**src/rtl/wtmr_pkg.sv**
```systemverilog
package wtmr_pkg;

  typedef enum logic [2:0] {
    WM_NORMAL = 3'd0,
    WM_CTC    = 3'd1,
    WM_FAST   = 3'd2,
    WM_PCORR  = 3'd3,
    WM_PFCORR = 3'd4
  } wmode_e;

  typedef enum logic [1:0] {
    TS_STOP     = 2'd0,
    TS_PRESCALE = 2'd1,
    TS_EXT_RISE = 2'd2,
    TS_EXT_FALL = 2'd3
  } tsrc_e;

  // unused codes fall back to normal counting
  function automatic wmode_e decode_mode(input logic [2:0] m);
    case (m)
      3'd1:    return WM_CTC;
      3'd2:    return WM_FAST;
      3'd3:    return WM_PCORR;
      3'd4:    return WM_PFCORR;
      default: return WM_NORMAL;
    endcase
  endfunction

  function automatic logic mode_is_pwm(input wmode_e m);
    return (m == WM_FAST) || (m == WM_PCORR) || (m == WM_PFCORR);
  endfunction

  function automatic logic mode_is_dual(input wmode_e m);
    return (m == WM_PCORR) || (m == WM_PFCORR);
  endfunction

  // non-PWM compare action applied to the current output value
  function automatic logic np_action(input logic [1:0] c, input logic cur);
    case (c)
      2'b01:   return ~cur;
      2'b10:   return 1'b0;
      2'b11:   return 1'b1;
      default: return cur;
    endcase
  endfunction

endpackage

```
**src/rtl/wtmr_tick_sel.sv**
```systemverilog
module wtmr_tick_sel
  import wtmr_pkg::*;
#(
  parameter int SYNC_STAGES = 2
) (
  input  logic       clk,
  input  logic       rst_n,
  input  logic [1:0] tick_src,
  input  logic       pre_tick,
  input  logic       ext_in,
  output logic       tick
);
  localparam int SH_W = SYNC_STAGES + 1;

  logic [SH_W-1:0] ext_sh;
  logic            ext_now;
  logic            ext_prev;
  logic            ext_rise;
  logic            ext_fall;

  always_ff @(posedge clk or negedge rst_n) begin
    if (!rst_n) ext_sh <= '0;
    else        ext_sh <= {ext_sh[SH_W-2:0], ext_in};
  end

  always_comb begin
    ext_now  = ext_sh[SYNC_STAGES-1];
    ext_prev = ext_sh[SYNC_STAGES];
    ext_rise = ext_now & ~ext_prev;
    ext_fall = ~ext_now & ext_prev;
    case (tsrc_e'(tick_src))
      TS_PRESCALE: tick = pre_tick;
      TS_EXT_RISE: tick = ext_rise;
      TS_EXT_FALL: tick = ext_fall;
      default:     tick = 1'b0;
    endcase
  end
endmodule

```
**src/rtl/wtmr_counter.sv**
```systemverilog
module wtmr_counter
  import wtmr_pkg::*;
#(
  parameter int CNT_W = 8
) (
  input  logic             clk,
  input  logic             rst_n,
  input  logic             tick,
  input  wmode_e           mode_d,
  input  logic             cmp_eq,
  output logic [CNT_W-1:0] count,
  output logic             at_max,
  output logic             at_zero,
  output logic             step_up,
  output logic             ov_evt
);
  localparam logic [CNT_W-1:0] MAXV = '1;

  logic             dir_up;
  logic             dual;
  logic [CNT_W-1:0] cnt_nx;

  function automatic logic [CNT_W-1:0] step(input logic [CNT_W-1:0] v, input logic up);
    return up ? v + 1'b1 : v - 1'b1;
  endfunction

  always_comb begin
    at_max  = (count == MAXV);
    at_zero = (count == '0);
    dual    = mode_is_dual(mode_d);
    step_up = dual ? ((dir_up && !at_max) || (!dir_up && at_zero)) : 1'b1;
    ov_evt  = tick && (dual ? (at_zero && !dir_up) : at_max);
    if (!dual && mode_d == WM_CTC && cmp_eq) cnt_nx = '0;
    else                                     cnt_nx = step(count, step_up);
  end

  always_ff @(posedge clk or negedge rst_n) begin
    if (!rst_n) begin
      count  <= '0;
      dir_up <= 1'b1;
    end else if (tick) begin
      count  <= cnt_nx;
      dir_up <= step_up;
    end
  end
endmodule

```
**src/rtl/wtmr_compare.sv**
```systemverilog
module wtmr_compare
  import wtmr_pkg::*;
#(
  parameter int CNT_W = 8
) (
  input  logic             clk,
  input  logic             rst_n,
  input  logic             tick,
  input  wmode_e           mode_d,
  input  logic [CNT_W-1:0] count,
  input  logic             at_max,
  input  logic             at_zero,
  input  logic [CNT_W-1:0] ocr_wdata,
  input  logic             ocr_we,
  output logic [CNT_W-1:0] ocr_act,
  output logic             cmp_eq,
  output logic             match
);
  logic [CNT_W-1:0] ocr_buf;
  logic             load_pt;

  always_comb begin
    cmp_eq = (count == ocr_act);
    match  = tick && cmp_eq;
    case (mode_d)
      WM_FAST, WM_PCORR: load_pt = tick && at_max;
      WM_PFCORR:         load_pt = tick && at_zero;
      default:           load_pt = 1'b0;
    endcase
  end

  always_ff @(posedge clk or negedge rst_n) begin
    if (!rst_n) begin
      ocr_buf <= '0;
      ocr_act <= '0;
    end else begin
      if (ocr_we) ocr_buf <= ocr_wdata;
      if (!mode_is_pwm(mode_d)) ocr_act <= ocr_we ? ocr_wdata : ocr_buf;
      else if (load_pt)         ocr_act <= ocr_buf;
    end
  end
endmodule

```
**src/rtl/wtmr_wavegen.sv**
```systemverilog
module wtmr_wavegen
  import wtmr_pkg::*;
(
  input  logic       clk,
  input  logic       rst_n,
  input  wmode_e     mode_d,
  input  logic [1:0] com,
  input  logic       tick,
  input  logic       match,
  input  logic       force_cmp,
  input  logic       at_max,
  input  logic       step_up,
  input  logic       ov_evt,
  input  logic       ov_clr,
  input  logic       cm_clr,
  input  logic       ov_ie,
  input  logic       cm_ie,
  output logic       oc_out,
  output logic       oc_en,
  output logic       ov_flag,
  output logic       cm_flag,
  output logic       ov_irq,
  output logic       cm_irq
);
  logic pwm;
  logic inv;
  logic wrap_evt;
  logic oc_nx;

  always_comb begin
    pwm      = mode_is_pwm(mode_d);
    inv      = com[0];
    wrap_evt = tick && at_max;
    oc_en    = pwm ? com[1] : (com != 2'b00);
    oc_nx    = oc_out;
    if (!pwm) begin
      if (match || force_cmp) oc_nx = np_action(com, oc_out);
    end else if (com[1]) begin
      if (mode_d == WM_FAST) begin
        if (wrap_evt)   oc_nx = ~inv;
        else if (match) oc_nx = inv;
      end else if (match) begin
        oc_nx = step_up ? inv : ~inv;
      end
    end
    ov_irq = ov_flag & ov_ie;
    cm_irq = cm_flag & cm_ie;
  end

  always_ff @(posedge clk or negedge rst_n) begin
    if (!rst_n) begin
      oc_out  <= 1'b0;
      ov_flag <= 1'b0;
      cm_flag <= 1'b0;
    end else begin
      oc_out <= oc_nx;
      if (ov_evt)      ov_flag <= 1'b1;
      else if (ov_clr) ov_flag <= 1'b0;
      if (match)       cm_flag <= 1'b1;
      else if (cm_clr) cm_flag <= 1'b0;
    end
  end
endmodule

```
**src/rtl/wave_timer.sv**
```systemverilog
module wave_timer
  import wtmr_pkg::*;
#(
  parameter int CNT_W       = 8,
  parameter int SYNC_STAGES = 2
) (
  input  logic             clk,
  input  logic             rst_n,
  input  logic [1:0]       tick_src,
  input  logic             pre_tick,
  input  logic             ext_in,
  input  logic [2:0]       mode,
  input  logic [1:0]       com,
  input  logic [CNT_W-1:0] ocr_wdata,
  input  logic             ocr_we,
  input  logic             force_cmp,
  input  logic             ov_ie,
  input  logic             cm_ie,
  input  logic             ov_clr,
  input  logic             cm_clr,
  output logic [CNT_W-1:0] count,
  output logic             oc_out,
  output logic             oc_en,
  output logic             ov_flag,
  output logic             cm_flag,
  output logic             ov_irq,
  output logic             cm_irq
);
  wmode_e           mode_d;
  logic             tick;
  logic             at_max;
  logic             at_zero;
  logic             step_up;
  logic             ov_evt;
  logic             cmp_eq;
  logic             match;
  logic [CNT_W-1:0] ocr_act;

  assign mode_d = decode_mode(mode);

  wtmr_tick_sel #(.SYNC_STAGES(SYNC_STAGES)) u_tick (
    .clk(clk), .rst_n(rst_n), .tick_src(tick_src), .pre_tick(pre_tick),
    .ext_in(ext_in), .tick(tick)
  );

  wtmr_counter #(.CNT_W(CNT_W)) u_cnt (
    .clk(clk), .rst_n(rst_n), .tick(tick), .mode_d(mode_d), .cmp_eq(cmp_eq),
    .count(count), .at_max(at_max), .at_zero(at_zero), .step_up(step_up),
    .ov_evt(ov_evt)
  );

  wtmr_compare #(.CNT_W(CNT_W)) u_cmp (
    .clk(clk), .rst_n(rst_n), .tick(tick), .mode_d(mode_d), .count(count),
    .at_max(at_max), .at_zero(at_zero), .ocr_wdata(ocr_wdata), .ocr_we(ocr_we),
    .ocr_act(ocr_act), .cmp_eq(cmp_eq), .match(match)
  );

  wtmr_wavegen u_wave (
    .clk(clk), .rst_n(rst_n), .mode_d(mode_d), .com(com), .tick(tick),
    .match(match), .force_cmp(force_cmp), .at_max(at_max), .step_up(step_up),
    .ov_evt(ov_evt), .ov_clr(ov_clr), .cm_clr(cm_clr), .ov_ie(ov_ie),
    .cm_ie(cm_ie), .oc_out(oc_out), .oc_en(oc_en), .ov_flag(ov_flag),
    .cm_flag(cm_flag), .ov_irq(ov_irq), .cm_irq(cm_irq)
  );
endmodule

```
**config.mk**
```make
export PLATFORM = sky130hd
export DESIGN_NAME = wave_timer
export DESIGN_NICKNAME = d
export VERILOG_FILES = /design/src/rtl/wtmr_pkg.sv /design/src/rtl/wtmr_tick_sel.sv /design/src/rtl/wtmr_counter.sv /design/src/rtl/wtmr_compare.sv /design/src/rtl/wtmr_wavegen.sv /design/src/rtl/wave_timer.sv
export SDC_FILE = /design/constraint.sdc
export NUM_CORES = 1
export LEC_CHECK = 0
export BUFFER_PORTS_ARGS = -buffer_cell sky130_fd_sc_hd__buf_2
export CAP_MARGIN = 20
export CELL_PAD_IN_SITES_DETAIL_PLACEMENT = 1
export CELL_PAD_IN_SITES_GLOBAL_PLACEMENT = 2
export CORE_MARGIN = 2
export CORE_UTILIZATION = 37
export DETAILED_ROUTE_END_ITERATION = 8
export PLACE_DENSITY = 0.88
export SLEW_MARGIN = 20
export SYNTH_ARGS = -nofsm -noshare
export SYNTH_HDL_FRONTEND = slang
export SYNTH_HIERARCHICAL = 1
export SYNTH_SLANG_ARGS = --single-unit
```
**constraint.sdc**
```tcl
create_clock -name clk -period 8.17 [get_ports clk]
set_clock_uncertainty 0.1 [all_clocks]
set_input_delay 1.2255 -clock clk [delete_from_list [all_inputs] [get_ports clk]]
set_output_delay 1.2255 -clock clk [all_outputs]
set_load 0.03 [all_outputs]
```
==> run metrics, run 1 <==
Peak VDD IR=0.1068 mV; R2R setup slack=5.04 ns; WL per Instance=14.21 µm; vias in the first global route=1520; global-route wire length before repair=7017 µm; Tmin final=4.048 ns; Fin. Hold Viols=0; CTS clock-pin slew for the worst setup and hold paths=0.07 ns; Max H-tree Level=2; first-pass iteration count of the detailed router=4; largest net degree at the start of global routing=32; reg2reg end=u_cnt/count[6]; ant diodes=0; Setup TNS=0 ns; Hold WS=0.2415 ns; TritonCTS clock tree=yes; type of the worst setup path=primary input to flop; Reg2Reg Depth=11; CP Data Arrival Time=4.11 ns; clk sinks=31; Post CTS Setup Buffer Count=0; Die Width=75.70 µm; FF+latch area=777.0 µm²; Slew headroom=54.19%; total global routing overflow=0; max-slew violations=0; final setup fails=0; Layout area overhead=18.82%; Setup crit start kind=primary input; nets=253; CP Capture Type=flop; Post-Syn Nets=211; gr usage total=16.26%; Post-synth ARST share=100.0%; Vias/cell=5.274; worst min path class=flop to flop; Slew @ Worst Pin=0.6872 ns; register bit total from synthesis=31; Die ar.=0.005730 mm²; crit path from=mode[0]; initial antenna violation count=0; # rows=26; share of cells above drive strength 1=26.58%; boundary pin count=39; CTS Buf Count=5; Multi-input gate area=0.001033 mm²; Fill cells=595; Syn Area/Cell=10.62 µm²; pwr/cell area=257.0 mW/mm²; dpl hpwl=3177 µm; Leakage Power=1.096 nW; RR Startpoint=u_cnt/count[0]; Starting Density=37.72%; run status=finished clean; RSZ-0062 raised after global routing=false; Ys Warns=6; Seq/Total Area, Yosys=40.86%; DRC violations left=0; GPL Wtd Cong=0.8185; core area=0.005042 mm²; fmax=247.0 MHz; DP Worst Slack=3.886 ns; DIE HEIGHT=75.70 µm; CP endpoint=u_cnt/count[6]; latest clock arrival within the worst-skew pair=0.28 ns; PnR worst setup slack=4.122 ns; CTS max path bufs=2; maxcap violations=0; Iter 0 DRT Violations=43; post-CTS sizing=0; # hold bufs at CTS=0; commonest non-fill, non-tap cells in the layout=buf_2 (38), dfrtp_1 (30), inv_1 (19); PortBufs=38; Netlist cell types=56; Top FF cell, synth=dfrtp_1; Critical Path RT=8.23 ns; vias post-DR=1540; DRT antenna net count=0; Total Wirelength=4149 µm; crit share post-route=49.55%; Post-synth EDFFs=0; commonest non-fill, non-tap cell in the layout=buf_2; CP max FO=10; Cells after Synth=179; synthesized cell area=0.001902 mm²; clock root buffer=clkbuf_8
==> layout make-up <==
type / count / share of cell area, %
repair buffers: 38 / 8.416
multi-input cells: 126 / 45.74
clock buffers: 8 / 4.430
well taps: 70 / 3.876
flip-flops and latches: 31 / 34.39
inverters: 19 / 3.156
==> synthesized netlist by cell type (2+ instances only) <==
library cell,instances,area share (%)
nor2_1,4,0.79
o2bb2ai_1,5,2.3
nor3_1,9,2.4
nand2_1,6,1.2
ha_1,6,3.9
nand4b_1,2,0.92
a21o_1,5,2.0
and2_1,3,0.99
nand4_1,4,1.3
nand4bb_1,2,1.2
o21ai_0,2,0.53
xor2_1,2,0.92
a221o_1,8,4.2
a31o_1,2,0.92
and2b_2,2,0.92
mux2i_1,10,5.3
xnor2_1,13,6.0
dfrtp_1,30,39
o21ai_1,2,0.53
a21oi_1,4,1.1
inv_1,19,3.8
nand3_1,3,0.79
o211ai_1,3,1.2
==> where the power goes <==
group	switching, mW	internal [mW]	total (mW)	leakage [nW]
combinational	0.124	0.0933	0.217	0.668
sequential	0.0459	0.185	0.231	0.376
clock	0.0554	0.0768	0.132	0.0515
==> state kept, by name (all words and copies together), names as in the netlist <==
name,cells
u_wave/cm_flag,1
u_cmp/ocr_act,8
u_wave/ov_flag,1
u_wave/oc_out,1
u_tick/ext_sh,3
u_cnt/dir_up,1
u_cmp/ocr_buf,8
u_cnt/count,8
==> worst max-delay path, cell delays in order <==
cell and delay, ns:
buf_2 0.11, nor3b_2 0.52, and3b_1 0.24, a21oi_1 0.30, a211o_2 0.20, inv_1 0.13, fa_1 0.42, a21o_1 0.18
a21oi_1 0.26, o21bai_1 0.11, a21oi_1 0.18, xor2_1 0.16, o2bb2ai_1 0.07
==> kinds of logic (layout without fill, tap and decap cells) <==
family / Yosys count / in the layout / share of synthesized area, %
AOI/OAI and AO/OA: 42 / 42 / 18.03
adders and majority gates: 7 / 7 / 5.000
xor gates and xnor gates: 15 / 15 / 6.908
muxes: 10 / 10 / 5.263
DFF: 31 / 31 / 40.86
buffers and inverters: 22 / 65 / 4.802
and+or+nand+nor: 52 / 52 / 19.15
==> metrics by stage <==
stage	util, %	cells	power (mW)	instance area (µm²)
after floorplan	-	179	0.3880	1902
after global placement	42.83	284	0.4466	2160
after detailed placement	42.83	284	0.4519	2160
after CTS	44.81	292	0.5884	2260
after global routing	44.81	292	0.6232	2260
final	44.81	292	0.5806	2260
==> layer usage <==
layer	part of all wire [%]	global-route usage, %	routed length [µm]	vias up
met5	0	0	0	-
met4	1.5	6.433	61	0
met3	3.4	4.101	141	7
met2	48	26.76	2004	28
met1	47	20.53	1940	759
li1	-	-	-	746
==> worst min path at each step <==
| stage | from | to | depth (start not counted) |
|---|---|---|---|
| 3_5_place_dp | u_tick/ext_sh[0] | u_tick/ext_sh[1] | 0 |
| 5_1_grt | u_tick/ext_sh[0] | u_tick/ext_sh[1] | 0 |
| 2_1_floorplan | u_tick/ext_sh[0] | u_tick/ext_sh[1] | 0 |
| 4_1_cts | u_tick/ext_sh[0] | u_tick/ext_sh[1] | 0 |
| 3_3_place_gp | u_tick/ext_sh[0] | u_tick/ext_sh[1] | 0 |
| 6_report | u_tick/ext_sh[0] | u_tick/ext_sh[1] | 0 |
(Power assumes the default switching activity.)
==> run 2, diff against run 1 <==
Settings changed: CORE_UTILIZATION 37 to 31, PLACE_DENSITY 0.88 to 0.79.
Clock period 8.17 ns to 3.45 ns, I/O delays scaled along.
==> run 2 against run 1 <==
Against the previous run:
- sequential power grew 140%
- sequential share of layout area decreased by 0.69 points
- worst hold slack worse by 0.066 ns
- flip-flop and latch count did not move
- register-to-register slack worse by 4.7 ns
- cell count is 2.7% higher
- clock power rose to 2.8 times the previous value
==> run metrics, run 2 (synthesized netlist as in run 1, its figures left out) <==
Setup TNS=0 ns; initial antenna violation count=0; Layout Utilization=38.95%; R2R setup slack=0.37 ns; crit path cell chain=or4_1 -> nor3_2 -> a211o_2 -> inv_1 -> fa_1 -> a21o_1 -> a21oi_1 -> o21bai_1 -> a21oi_1 -> xor2_1 -> o2bb2ai_1; CP Data Arrival Time=3.14 ns; biggest regs=u_cmp/ocr_act (8), u_cmp/ocr_buf (8), u_cnt/count (8); DRT met1 WL=1991 µm; DIE HEIGHT=82.33 µm; Starting Density=32.12%; latest clock arrival within the worst-skew pair=0.28 ns; commonest non-fill, non-tap cell in the layout=buf_2; Total Wirelength=4390 µm; WL per Instance=14.63 µm; maxcap violations=0; number of buffers and inverters on the critical path=1; Peak VDD IR=0.2573 mV; total global routing overflow=0; Max H-tree Level=2; Layout area overhead=21.25%; CP Capture Type=flop; Fin. Hold Viols=0; worst min path class=primary input to async pin; RSZ-0062 raised after global routing=false; Fill cells=679; DRC violations left=0; global-route wire length before repair=7527 µm; Leakage Power=1.119 nW; TritonCTS clock tree=yes; run status=finished clean; vias in the first global route=1595; vias post-DR=1562; largest net degree at the start of global routing=32; routed wl met3=171 µm; Slowest-stage cell, CP=or4_1; delay-heaviest family, CP=compound AO/OA/AOI/OAI gates; DRT antenna net count=0; Slew headroom=53.44%; Die ar.=0.006777 mm²; share of cells above drive strength 1=28.00%; # hold bufs at CTS=0; # rows=28; Critical Path RT=3.51 ns; Vias/cell=5.207; ant diodes=0; Reg2Reg Depth=11; crit share post-route=89.35%; pwr/cell area=622.7 mW/mm²; fmax=324.4 MHz; dpl hpwl=3377 µm; CP max FO=7; gr usage total=14.51%; nets=256; clk sinks=31; metal2 WL=2186 µm; commonest non-fill, non-tap cells in the layout=buf_2 (38), dfrtp_1 (30), inv_1 (19); Iter 0 DRT Violations=57; Tmin final=3.083 ns; boundary pin count=39; most used cell, CP=a21oi_1; max-slew violations=0; first-pass iteration count of the detailed router=4; critical path depth=11; GPL Wtd Cong=0.8004; CTS clock-pin slew for the worst setup and hold paths=0.07 ns; crit-path max cell delay=0.61 ns; CTS max path bufs=2; final setup fails=0; Die Width=82.33 µm; type of the worst setup path=flop to flop; Post CTS Setup Buffer Count=0; clock root buffer=clkbuf_8; Slew @ Worst Pin=0.6983 ns; post-CTS sizing=0; Setup crit start kind=flop; PortBufs=38; CTS Buf Count=5; core area=0.005921 mm²; Max Used Layer=met4
==> run 2: cell count changes in the layout (fill, tap and decap cells not counted), sizes merged <==
cell / previous run / this run
clkinv: 0 / 1
bufinv: 0 / 1
clkbuf: 8 / 6
buf: 38 / 41
==> run 2: path summary, 6_finish.rpt <==
check,from,endpoint
worst min register to register,u_tick/ext_sh[0],u_tick/ext_sh[1]
worst max-delay path,u_cnt/count[1],u_cnt/count[6]
min in group clk,ext_in,u_tick/ext_sh[0]
max in group asynchronous,rst_n,u_cnt/count[2]
worst min-delay path,rst_n,u_wave/oc_out
worst max register to register,u_cnt/count[1],u_cnt/count[6]
==> run 2: final cells by class <==
type                            instances  area [µm²]  share of cell area (%)
Tap cell                               75       93.84                   4.069
Clock inverter                          2       35.03                   1.519
Timing Repair Buffer                   41       212.7                   9.224
Sequential cell                        31       777.0                   33.70
Inverter                               19       71.32                   3.093
Multi-Input combinational cell        126        1033                   44.82
Clock buffer                            6       82.58                   3.581
==> run 2: through the flow <==
step	hold slack, ns	instances	power (mW)	worst slack, ns	cell area (µm²)
final	0.1760	300	1.436	0.3674	2306
after global routing	0.2245	300	1.540	0.1638	2306
after CTS	0.2118	300	1.456	0.3538	2306
after detailed placement	0.2387	292	1.078	0.3197	2188
after global placement	0.2323	292	1.070	0.3722	2188
after floorplan	0.1219	179	0.9189	0.3323	1902
==> run 2: power breakdown <==
part / leakage [nW] / switching [mW] / internal [mW]
sequential: 0.376 / 0.111 / 0.438
clock: 0.0612 / 0.137 / 0.234
combinational: 0.682 / 0.293 / 0.223
total: 1.12 / 0.541 / 0.895
==> run 2: routing by layer <==
| metal | up-vias | track usage [%] |
|---|---|---|
| li1 | 755 | - |
| met3 | 5 | 3.913 |
| met4 | 0 | 3.500 |
| met5 | - | 0 |
| met2 | 30 | 25.40 |
| met1 | 772 | 17.63 |
==> run 2: worst reg2reg max path, delay by kind of cell (launching register included) <==
family / cells / cell delay, ns
AO/OA/AOI/OAI: 6 / 0.88
adder cells (fa/ha/maj): 1 / 0.44
buffers and inverters: 1 / 0.12
AND/OR/NAND/NOR: 2 / 0.77
XOR/XNOR: 1 / 0.17
flip-flops: 1 / 0.48
